### config.mk
export PLATFORM = sky130hd
export DESIGN_NAME = gpio_irq_ctrl
export DESIGN_NICKNAME = d
export VERILOG_FILES = /design/src/rtl/gpio_irq_ctrl.sv
export SDC_FILE = /design/constraint.sdc
export NUM_CORES = 1
export LEC_CHECK = 0
export BUFFER_PORTS_ARGS = -buffer_cell sky130_fd_sc_hd__buf_2
export CAP_MARGIN = 10
export CORE_MARGIN = 3
export CORE_UTILIZATION = 47
export DETAILED_ROUTE_END_ITERATION = 6
export PLACE_DENSITY = 0.77
export SLEW_MARGIN = 20
export SYNTH_ARGS = -nofsm -noshare
export SYNTH_HDL_FRONTEND = slang
export SYNTH_SLANG_ARGS = --single-unit
### constraint.sdc
create_clock -name clk -period 1.8 [get_ports clk]
set_clock_uncertainty 0.05 [all_clocks]
set_input_delay 0.09 -clock clk [delete_from_list [all_inputs] [get_ports clk]]
set_output_delay 0.09 -clock clk [all_outputs]
set_load 0.03 [all_outputs]
### src/rtl/gpio_irq_ctrl.sv
module gpio_irq_ctrl #(
  parameter int PINS = 32,
  parameter int AW   = 4
) (
  input  logic            clk,
  input  logic            rst_n,
  input  logic            bus_we,
  input  logic [AW-1:0]   bus_addr,
  input  logic [PINS-1:0] bus_wdata,
  output logic [PINS-1:0] bus_rdata,
  input  logic [PINS-1:0] pin_in,
  output logic [PINS-1:0] pin_out,
  output logic [PINS-1:0] pin_oe,
  output logic            irq
);
  localparam logic [AW-1:0] A_DOUT = AW'(0);
  localparam logic [AW-1:0] A_DIN  = AW'(1);
  localparam logic [AW-1:0] A_DIR  = AW'(2);
  localparam logic [AW-1:0] A_SET  = AW'(3);
  localparam logic [AW-1:0] A_CLR  = AW'(4);
  localparam logic [AW-1:0] A_IEN  = AW'(5);
  localparam logic [AW-1:0] A_RAW  = AW'(6);
  localparam logic [AW-1:0] A_MSK  = AW'(7);
  localparam logic [AW-1:0] A_ACK  = AW'(8);
  localparam logic [AW-1:0] A_MODE = AW'(9);
  localparam logic [AW-1:0] A_ANY  = AW'(10);
  localparam logic [AW-1:0] A_INV  = AW'(11);

  logic [PINS-1:0] dout, dir, ien, mode, any, inv, pend;
  logic [PINS-1:0] sync1, sync2, prev;
  logic [PINS-1:0] ack, rise, fall, edge_hit, lvl_hit;

  assign ack  = (bus_we && bus_addr == A_ACK) ? bus_wdata : '0;
  assign rise = sync2 & ~prev;
  assign fall = ~sync2 & prev;

  assign edge_hit = ~mode & ((any & (rise | fall)) |
                             (~any & inv & fall) |
                             (~any & ~inv & rise));
  assign lvl_hit  = mode & (sync2 ^ inv);

  assign pin_out = dout;
  assign pin_oe  = dir;
  assign irq     = |(pend & ien);

  always_ff @(posedge clk or negedge rst_n) begin
    if (!rst_n) begin
      sync1 <= '0;
      sync2 <= '0;
      prev  <= '0;
    end else begin
      sync1 <= pin_in;
      sync2 <= sync1;
      prev  <= sync2;
    end
  end

  always_ff @(posedge clk or negedge rst_n) begin
    if (!rst_n) begin
      dout <= '0;
      dir  <= '0;
      ien  <= '0;
      mode <= '0;
      any  <= '0;
      inv  <= '0;
    end else if (bus_we) begin
      case (bus_addr)
        A_SET:   dout <= dout | bus_wdata;
        A_CLR:   dout <= dout & ~bus_wdata;
        A_DIR:   dir  <= bus_wdata;
        A_IEN:   ien  <= bus_wdata;
        A_MODE:  mode <= bus_wdata;
        A_ANY:   any  <= bus_wdata;
        A_INV:   inv  <= bus_wdata;
        default: ;
      endcase
    end
  end

  always_ff @(posedge clk or negedge rst_n) begin
    if (!rst_n) pend <= '0;
    else        pend <= (pend & ~ack) | edge_hit | (lvl_hit & ~ack);
  end

  always_comb begin
    case (bus_addr)
      A_DOUT:  bus_rdata = dout;
      A_DIN:   bus_rdata = sync2;
      A_DIR:   bus_rdata = dir;
      A_IEN:   bus_rdata = ien;
      A_RAW:   bus_rdata = pend;
      A_MSK:   bus_rdata = pend & ien;
      A_MODE:  bus_rdata = mode;
      A_ANY:   bus_rdata = any;
      A_INV:   bus_rdata = inv;
      default: bus_rdata = '0;
    endcase
  end
endmodule

# Yosys cells after proc, flatten, opt, wreduce, memory -nomap -nowiden
# Cells that the tools add are included.
# word_totals
ff_bits	320
output_inout_bits	97
word_cells	61
# op_classes
n_eq_ne	11
n_mux	3
bitwise	27
n_reduce_logical	10
# ops
op	n
AND 32 bit	13
case mux 32 bit (9 select lines)	1
inverter 32 bit	7
OR 32 bit	6
case mux 32 bit (2 select lines)	1
2-to-1 mux 32 bit	1
OR reduction 32 bit	1
bitwise XOR 32 bit	1
== test 4 x 3 -> 1 bit (second input constant)	4
== test 4 bit (second input constant)	4
AND reduction 2 bit	6
== test 4 x 2 -> 1 bit (second input constant)	2
== test 4 x 1 -> 1 bit (second input constant)	1
zero test 4 bit	1
nonzero test 2 bit	1
logical AND 1 bit	1

# Longest topological paths before layout
# Gate-level depths: netlist of the first run.
# logic_depth
ltp_word	9
ltp_mapped	7
ltp_nobuf	5

# Worst setup path before layout of the first run
# OpenSTA, ideal clock, no wires.
# synth_timing
kind	reg-to-output
startpoint	register with a tool-made name
endpoint	output port bus_rdata[18]
arrival_time_ns	1.930
path_slack_ns	-0.270
stages_incl_launch_ff	4
n_path_buf	0
path_cell_list	dfrtp_1 -> nor3b_1 -> a31oi_1 -> o311ai_0
# synth_lines
item	line	rtl
to (decl)	10	output logic [PINS-1:0] bus_rdata,

# Worst setup path after layout of the first run
# layout_timing
startpoint	register pend[12]
endpoint	output port irq
# layout_via
elab_chain_len	2
# layout_lines
item	line	rtl
from (decl)	29	logic [PINS-1:0] dout, dir, ien, mode, any, inv, pend;
from (signal assigned)	82	else pend <= (pend & ~ack) | edge_hit | (lvl_hit & ~ack);
AND 32 bit	44	assign irq = |(pend & ien);
OR reduction 32 bit	44	
to (decl)	14	output logic irq
# Every way passes these cells.

==> results of run 1 <==
## sequential cells by signal, indices dropped and copies added, names as in the netlist, named ones only
register	flops
any	32
ien	32
inv	32
mode	32
pend	32
pin_oe	32
prev	32
sync1	32
sync2	32
## cells in the final DEF (no fill, tap or decap), drive strengths merged, types with 2 or more instances in the layout
master and n:
nand3 10, nand4 25, or3 2, a221oi 14, inv 68, dfrtp 320
o221ai 13, a21oi 65, a31oi 34, mux2i 11, o31a 2, diode 2
a22oi 73, a22o 6, ha 64, nand2 48, nor2 12, nand2b 22
clkinvlp 2, nor3 4, buf 302, a21o 32, o21ai 64, dlygate4sd3 65
nor4 2, clkbuf 52, mux2 193, clkinv 5, xor2 32, a32oi 17
## layer usage
metal | share of wire | vias up | wire [um] | global-route usage
met5 | 0 | - | 0 | 0
met4 | 0.033 | 0 | 1428 | 0.09202
met3 | 0.080 | 98 | 3502 | 0.05434
met2 | 0.48 | 542 | 21060 | 0.4239
met1 | 0.40 | 5950 | 17560 | 0.3395
li1 | - | 5148 | - | -
## how the worst min path moves through the flow
stage | to | start | slack [ns] | cells after the start
final | any[26]$_DFFE_PN0P_ | rst_n | 0.04 | 2
after detailed placement | sync1[26]$_DFF_PN0_ | rst_n | -0.006 | 1
after global placement | sync1[26]$_DFF_PN0_ | rst_n | -0.008 | 1
after global routing | any[26]$_DFFE_PN0P_ | rst_n | 0.05 | 2
after CTS | any[26]$_DFFE_PN0P_ | rst_n | 0.05 | 2
after floorplan | async pin | rst_n | -0.26 | 0
## power by group
| part | switching, uW | internal (uW) |
|---|---|---|
| Sequential | 1170 | 8350 |
| Clock | 2890 | 4240 |
| Combinational | 2630 | 2270 |
## timing repair
action                                  4_1_cts  5_1_grt
hold buffers                                 65        0
pin swaps                                    27       23
endpoints found under the hold margin       574        0
endpoints found under the setup margin       26       32
resized for setup                            84       52
buffers inserted                             26       17
## area by class of cell
type,count,area [um2],area share
sequential,320,8013,0.4112
clock inverter,10,91.34,0.004688
multi-input combinational,758,6626,0.3401
antenna,2,5.005,0.0002569
inverter,66,247.7,0.01271
tap,396,495.5,0.02543
clock buffer,51,1059,0.05433
timing repair buffer,368,2948,0.1513
## cell families after synthesis
logic type	synth area share
adders and majority gates	0.05431
and+or+nand+nor	0.04803
buffers and inverters	0.03462
xor gates and xnor gates	0.01901
AOI/OAI and AO/OA	0.1461
DFF	0.5431
muxes	0.1549
## metrics by stage
| step | total power (uW) | setup TNS, ns | setup WS, ns | instance area, um2 | util |
|---|---|---|---|---|---|
| after CTS | 21360 | -1.277 | -0.4107 | 19120 | 0.6219 |
| after floorplan | 11950 | 0 | 0.08954 | 14750 | - |
| after detailed placement | 13770 | -0.1201 | -0.03294 | 16790 | 0.5460 |
| after global placement | 13570 | -0.07284 | -0.06001 | 16790 | 0.5460 |
| final | 21560 | -1.151 | -0.4115 | 19480 | 0.6337 |
| after global routing | 22480 | -2.227 | -0.4986 | 19480 | 0.6337 |
## worst reg2reg max path, delay by kind of cell, from the launching register on
kind	cells	cell delay (ns)
buf+inv	1	0.08
fa+ha+maj	1	0.19
compound gates	2	0.33
mux	1	0.26
flops	1	0.46
==> run_results.csv, run 1 <==
group,metric,value,unit
floorplan,dieArea,0.03353,mm2
routing,routed_wl,43.56,mm
finish,num-nets-final,1685,
setup_path,critical_path.cell_chain,"a22oi_1 -> buf_4 -> nand4_1 -> or4_4 -> buf_6",
setup_path,max_stage_delay,0.55,ns
setup_path,r2r_slack,0.31,ns
timing,worst_pin_slew,0.4397,ns
power_and_ir_drop,vdd_drop_max,0.0008431,V
yosys,yosys-top-cells-area,"dfrtp_1 (54%), mux2_2 (12%), ha_1 (5.4%)",
finish,drive_above_1_share,0.3694,
timing,rsz0062_at_grt,"yes",
setup_path,worst-path-stages,5,
setup_path,worstPathArrival,2.07,ns
hold_path,hp-class,"input pin to async pin",
routing,wl_per_cell,22.10,um
yosys,synth_area,0.01475,mm2
timing,fin_ws,-0.4115,ns
setup_path,crit_start,"pend[12]$_DFF_PN0_",
floorplan,core,0.03075,mm2
power_and_ir_drop,p_per_area,1106,mW/mm2
clock_network,cts_inserted_buffers,36,
floorplan,initial_utilization,0.4795,
yosys,synth_top_area_share,0.5431,
yosys,synth-edff-count,0,
setup_path,r2r-end,"pend[20]$_DFF_PN0_",
place,place_inst,1803,
timing,hold_ws,0.04102,ns
setup_path,crit_family,"simple AND/OR/NAND/NOR gates",
floorplan,chipHeight,183.1,um
yosys,synth_cells,1203,
setup_path,start_kind,"flip-flop",
clock_network,cts_tree,"yes",
global_route,grt_pass1_vias,12153,
setup_path,r2r-start,"sync2[20]$_DFF_PN0_",
setup_path,cp_num_buf_inv,2,
timing,relSlewSlack,0.7069,
clock_network,cts_root_buf,"clkbuf_16",
clock_network,clock_path_buffers,3,
routing,vias_per_cell,5.955,
global_route,overflow,0,
place,hpwl,28.37,mm
setup_path,critical_path.endpoint_type,"primary output",
setup_path,crit_slowest_cell,"or4_4",
yosys,synthTopCellsByCount,"dfrtp_1 (320), mux2_2 (153), a22oi_1 (73), inv_1 (65)",
place,routabilityCongestion,0.8627,
place,io_buffers,167,
routing,post-route-drc-count,0,
floorplan,die_w,183.1,um
timing,drv_slew,0,
clock_network,clock-sinks,320,
finish,nFillCells,2260,
global_route,grt_use_total,0.2572,
yosys,yosysTopAreaCell,"dfrtp_1",
routing,vias,11738,
setup_path,required,1.66,ns
global_route,grt_max_degree,55,
yosys,ys_warn_count,0,
setup_path,reg2reg_depth,5,
yosys,syn_avg_cell_area,12.26,um2
timing,hold_viol_final,0,
setup_path,path_max_fanout,2,
yosys,synth_fp_nets,1338,
run,cap_violations,0,
clock_network,insertion_delay,0.51,ns
run_status,outcome,"finished with violations",
run_status,violations,"negative setup slack",
setup_path,crit_type,"flip-flop to primary output",
global_route,antenna_found_initial,2,
yosys,synth_cell_types,46,
setup_path,cp-endpoint,"irq",
timing,fin_crit,2.212,ns
yosys,ys_seq_area_frac,0.5431,
yosys,synthArstFlopShare,1.000,
finish,synthToLayoutAreaGrowth,32.14,%
timing,timing.final.crit_share,1.229,
finish,final-instance-count-excl-fill,1971,
power_and_ir_drop,p_leak,0.009207,uW
global_route,grt_pass1_wl,67.68,mm
yosys,ys_seq_elements,320,
clock_network,path_clk_slew,0.06,ns
routing,drtPass1Iterations,5,
timing,setup_viol,15,
yosys,synth_most_common_cell,"dfrtp_1",
clock_network,htreeDepth,2,
routing,final_antenna_net_count,0,
floorplan,io_pins,168,
yosys,ys.flop_type,"dfrtp_1",
floorplan,placement_rows,64,
routing,first_iter_violations,988,
timing,fmax,0.4522,GHz
Note: power is estimated with default switching activity, not from simulation.
==> run 2, diff against run 1 <==
- SKIP_CTS_REPAIR_TIMING: unset -> 1
==> run_results.csv, run 2 (synthesized netlist as in run 1, its figures left out) <==
group,metric,value,unit
timing,fmax,0.4490,GHz
clock_network,htreeDepth,2,
timing,hold_ws,0.04187,ns
timing,rsz0062_at_grt,"yes",
floorplan,chipHeight,183.1,um
hold_path,hp-class,"input pin to async pin",
floorplan,io_pins,168,
place,routabilityCongestion,0.8627,
global_route,grt_pass1_vias,11485,
clock_network,clock_path_buffers,3,
global_route,grt_use_total,0.2468,
routing,vias_per_cell,5.918,
timing,drv_slew,0,
place,place_area,0.01679,mm2
global_route,grt_pass1_wl,64.83,mm
setup_path,worstPathArrival,2.09,ns
routing,wl_per_cell,22.07,um
finish,synthToLayoutAreaGrowth,31.01,%
routing,vias,11575,
timing,relSlewSlack,0.7018,
clock_network,cts_root_buf,"clkbuf_16",
finish,layout_common_cells,"dfrtp_1 (315), mux2_2 (153), buf_2 (137), buf_4 (101)",
setup_path,critical_path.endpoint_type,"primary output",
setup_path,crit_type,"flip-flop to primary output",
finish,design_area,0.01932,mm2
routing,routed_wl,43.18,mm
global_route,gr-usage-met1,0.3382,
timing,hold_viol_final,0,
floorplan,dieArea,0.03353,mm2
floorplan,core,0.03075,mm2
floorplan,initial_utilization,0.4795,
global_route,grt-busiest-layer,"met2",
clock_network,clock-sinks,320,
power_and_ir_drop,p_per_area,1108,mW/mm2
global_route,antenna_found_initial,1,
run,cap_violations,0,
timing,worst_pin_slew,0.4473,ns
place,pre_cts_ws,-0.03294,ns
timing,setup_viol,16,
routing,post-route-drc-count,0,
clock_network,path_clk_slew,0.06,ns
place,io_buffers,167,
floorplan,die_w,183.1,um
timing,timing.final.crit_share,1.237,
timing,tns,-1.317,ns
power_and_ir_drop,vdd_drop_max,0.0008553,V
global_route,met2_usage,0.4032,
place,hpwl,28.37,mm
setup_path,start_kind,"flip-flop",
routing,drtPass1Iterations,6,
clock_network,cts_inserted_buffers,36,
setup_path,path_max_fanout,2,
timing,fin_ws,-0.4274,ns
routing,final_antenna_net_count,0,
finish,nFillCells,2313,
floorplan,placement_rows,64,
finish,drive_above_1_share,0.3631,
global_route,grt_max_degree,55,
finish,num-nets-final,1671,
power_and_ir_drop,p_leak,0.009100,uW
run_status,outcome,"finished with violations",
setup_path,required,1.66,ns
routing,first_iter_violations,1102,
finish,final_common_cell,"dfrtp_1",
global_route,overflow,0,
clock_network,insertion_delay,0.52,ns
finish,final_util,0.6282,
run_status,violations,"negative setup slack",
timing,fin_crit,2.227,ns
clock_network,cts_tree,"yes",
global_route,grtUsageMet3,0.04621,
run 2: changes by cell type in the layout (fill, tap and decap cells not counted), moves of 2 or more:
cell      delta
o221ai_2     +2
nand2b_2     +2
nand2b_4     -3
buf_4       -10
o221ai_4     -2
buf_6        -5
run 2: cell type report:
type / instances / area [um2] / share of cell area
clock buffers: 51 / 1059 / 0.05480
multi-input cells: 758 / 6586 / 0.3410
diodes: 1 / 2.502 / 0.0001295
flip-flops and latches: 320 / 8014 / 0.4149
inverters: 66 / 247.7 / 0.01282
repair buffers: 354 / 2821 / 0.1461
well taps: 396 / 495.5 / 0.02565
clock inverters: 10 / 91.34 / 0.004728
run 2: path summary, 6_finish.rpt:
| check | start | end | slack [ns] | cells past startpoint |
|---|---|---|---|---|
| hold / removal | rst_n | any[26]$_DFFE_PN0P_ | 0.04 | 2 |
| min in group clk | pin_in[10] | sync1[10]$_DFF_PN0_ | 0.16 | 2 |
| setup / recovery | ien[13]$_DFFE_PN0P_ | irq | -0.43 | 5 |
| hold reg to reg | sync1[5]$_DFF_PN0_ | sync2[5]$_DFF_PN0_ | 0.29 | 0 |
| max in group asynchronous | rst_n | async pin | 0.99 | 3 |
| setup reg to reg | sync2[17]$_DFF_PN0_ | pend[17]$_DFF_PN0_ | 0.31 | 5 |
run 2: where the power goes:
group | total, uW | internal (uW) | switching [uW] | leakage (uW)
Combinational | 4720 | 2160 | 2560 | 0.00484
Clock | 7130 | 4240 | 2890 | 0.000564
Sequential | 9540 | 8350 | 1190 | 0.00370
run 2: through the flow:
step	power (uW)	cells
after detailed placement	13770	1803
after CTS	20900	1864
final	21400	1956
after floorplan	11950	1203
after global routing	22310	1956
after global placement	13570	1803
run 2: metal layers:
metal | share of wire | wire length [um]
met2 | 0.48 | 20900
met3 | 0.082 | 3556
met4 | 0.028 | 1204
met1 | 0.41 | 17520
met5 | 0 | 0
run 2: critical path: stages (launching register included):
cell and delay, ns:
dfrtp_1 0.38, a22oi_2 0.20, buf_4 0.15, nand4_1 0.09
or4_4 0.58, buf_6 0.17
==> run 3, diff against run 2 <==
- ABC_CLOCK_PERIOD_IN_PS: unset -> 1800
- CORE_MARGIN: 3 -> 1
==> run_results.csv, run 3 (synthesized netlist as in run 1, its figures left out) <==
group,metric,value,unit
routing,vias_per_cell,5.924,
hold_path,hp-class,"input pin to async pin",
power_and_ir_drop,vdd_drop_max,0.0008688,V
place,routabilityCongestion,0.8705,
finish,final_common_cell,"dfrtp_1",
timing,hold_viol_final,0,
global_route,grt_max_degree,62,
power_and_ir_drop,pwr-share-clk,0.328,
finish,layout_common_cells,"dfrtp_1 (312), mux2_2 (153), buf_2 (140), buf_4 (105), a22oi_1 (69)",
setup_path,required,1.66,ns
place,io_buffers,167,
global_route,grt_pass1_vias,11358,
timing,fin_ws,-0.5619,ns
floorplan,chipHeight,179.1,um
setup_path,reg2reg_depth,5,
routing,routed_wl,42.80,mm
routing,post-route-drc-count,24,
setup_path,r2r-start,"sync2[18]$_DFF_PN0_",
place,place_inst,1804,
finish,drive_above_1_share,0.3719,
clock_network,insertion_delay,0.52,ns
floorplan,initial_utilization,0.4795,
run,cap_violations,0,
setup_path,r2r-end,"pend[18]$_DFF_PN0_",
setup_path,crit_type,"flip-flop to primary output",
run_status,violations,"design-rule violations, negative setup slack",
floorplan,die_w,179.1,um
setup_path,start_kind,"flip-flop",
clock_network,path_clk_slew,0.06,ns
power_and_ir_drop,p_leak,0.009246,uW
timing,drv_slew,0,
global_route,antenna_found_initial,2,
clock_network,cts_root_buf,"clkbuf_16",
power_and_ir_drop,p_seq_frac,0.448,
routing,first_iter_violations,912,
global_route,grt_pass1_wl,62.76,mm
timing,timing.final.crit_share,1.312,
global_route,grt_use_total,0.2573,
power_and_ir_drop,p_switching,6650,uW
finish,num-nets-final,1682,
finish,synthToLayoutAreaGrowth,32.14,%
setup_path,critical_path.endpoint_type,"primary output",
routing,drtPass1Iterations,7,
timing,relSlewSlack,0.7154,
timing,worst_pin_slew,0.4237,ns
place,pre_cts_ws,-0.06009,ns
clock_network,clock-sinks,320,
floorplan,dieArea,0.03209,mm2
power_and_ir_drop,switching_share,0.3124,
setup_path,r2r_slack,0.26,ns
power_and_ir_drop,p_per_area,1093,mW/mm2
floorplan,core,0.03075,mm2
power_and_ir_drop,combPwrFrac,0.225,
routing,final_antenna_net_count,0,
timing,fmax,0.4234,GHz
floorplan,placement_rows,64,
clock_network,htreeDepth,2,
timing,setup_viol,17,
timing,rsz0062_at_grt,"yes",
setup_path,worstPathArrival,2.22,ns
clock_network,cts_tree,"yes",
routing,vias,11676,
timing,fin_crit,2.362,ns
clock_network,cts_inserted_buffers,35,
setup_path,path_max_fanout,2,
power_and_ir_drop,cell_internal_pwr,14640,uW
place,hpwl,28.19,mm
timing,tns,-1.469,ns
clock_network,clock_path_buffers,3,
run_status,outcome,"finished with violations",
power_and_ir_drop,finalPower,21290,uW
finish,final-instance-count-excl-fill,1971,
floorplan,io_pins,168,
global_route,overflow,0,
routing,wl_per_cell,21.71,um
## run 3: how the worst max path moves through the flow
stage | endpoint | slack (ns) | from
5_1_grt | irq | -0.58 | ien[12]$_DFFE_PN0P_
6_report | irq | -0.56 | pend[12]$_DFF_PN0_
4_1_cts | irq | -0.61 | ien[26]$_DFFE_PN0P_
2_1_floorplan | bus_rdata[18] | 0.09 | flip-flop
3_3_place_gp | irq | -0.06 | ien[26]$_DFFE_PN0P_
3_5_place_dp | irq | -0.06 | ien[26]$_DFFE_PN0P_
## run 3: layout make-up
type / instances / area [um2]
fill: 2241 / 11260
sequential: 320 / 8018
multi-input combinational: 758 / 6675
timing repair buffer: 366 / 2923
clock buffer: 51 / 1017
tap: 396 / 495.5
inverter: 66 / 247.7
clock inverter: 12 / 103.9
antenna: 2 / 5.005
## run 3: power groups by stage
stage,Clock (uW),Combinational [uW],Sequential [uW]
floorplan,0,2020,9940
global placement,0,4030,9510
detailed placement,0,4160,9580
CTS,7080,4190,9470
global route,7350,5130,9680
finish,6970,4780,9530
## run 3: stage by stage
step                      utilization  instance area (um2)  hold slack (ns)
after floorplan                     -                14750          -0.2556
after global placement         0.5463                16800         -0.03797
after detailed placement       0.5463                16800         -0.03680
after CTS                      0.5828                17920          -0.5867
after global routing           0.6337                19480          0.02077
final                          0.6337                19480         0.005974
## run 3: worst max-delay path: stages, from the launching register on
cell     delay, ns
dfrtp_1       0.42
a22oi_2       0.25
buf_4         0.16
nand4_1       0.11
or4_4         0.59
buf_6         0.17
## run 3: layer usage
metal / vias up / wire, um / GRT usage
met1: 5920 / 17540 / 0.3410
met2: 501 / 20750 / 0.4126
met5: - / 0 / 0
met4: 0 / 1722 / 0.1320
met3: 114 / 2784 / 0.03499
li1: 5141 / - / -
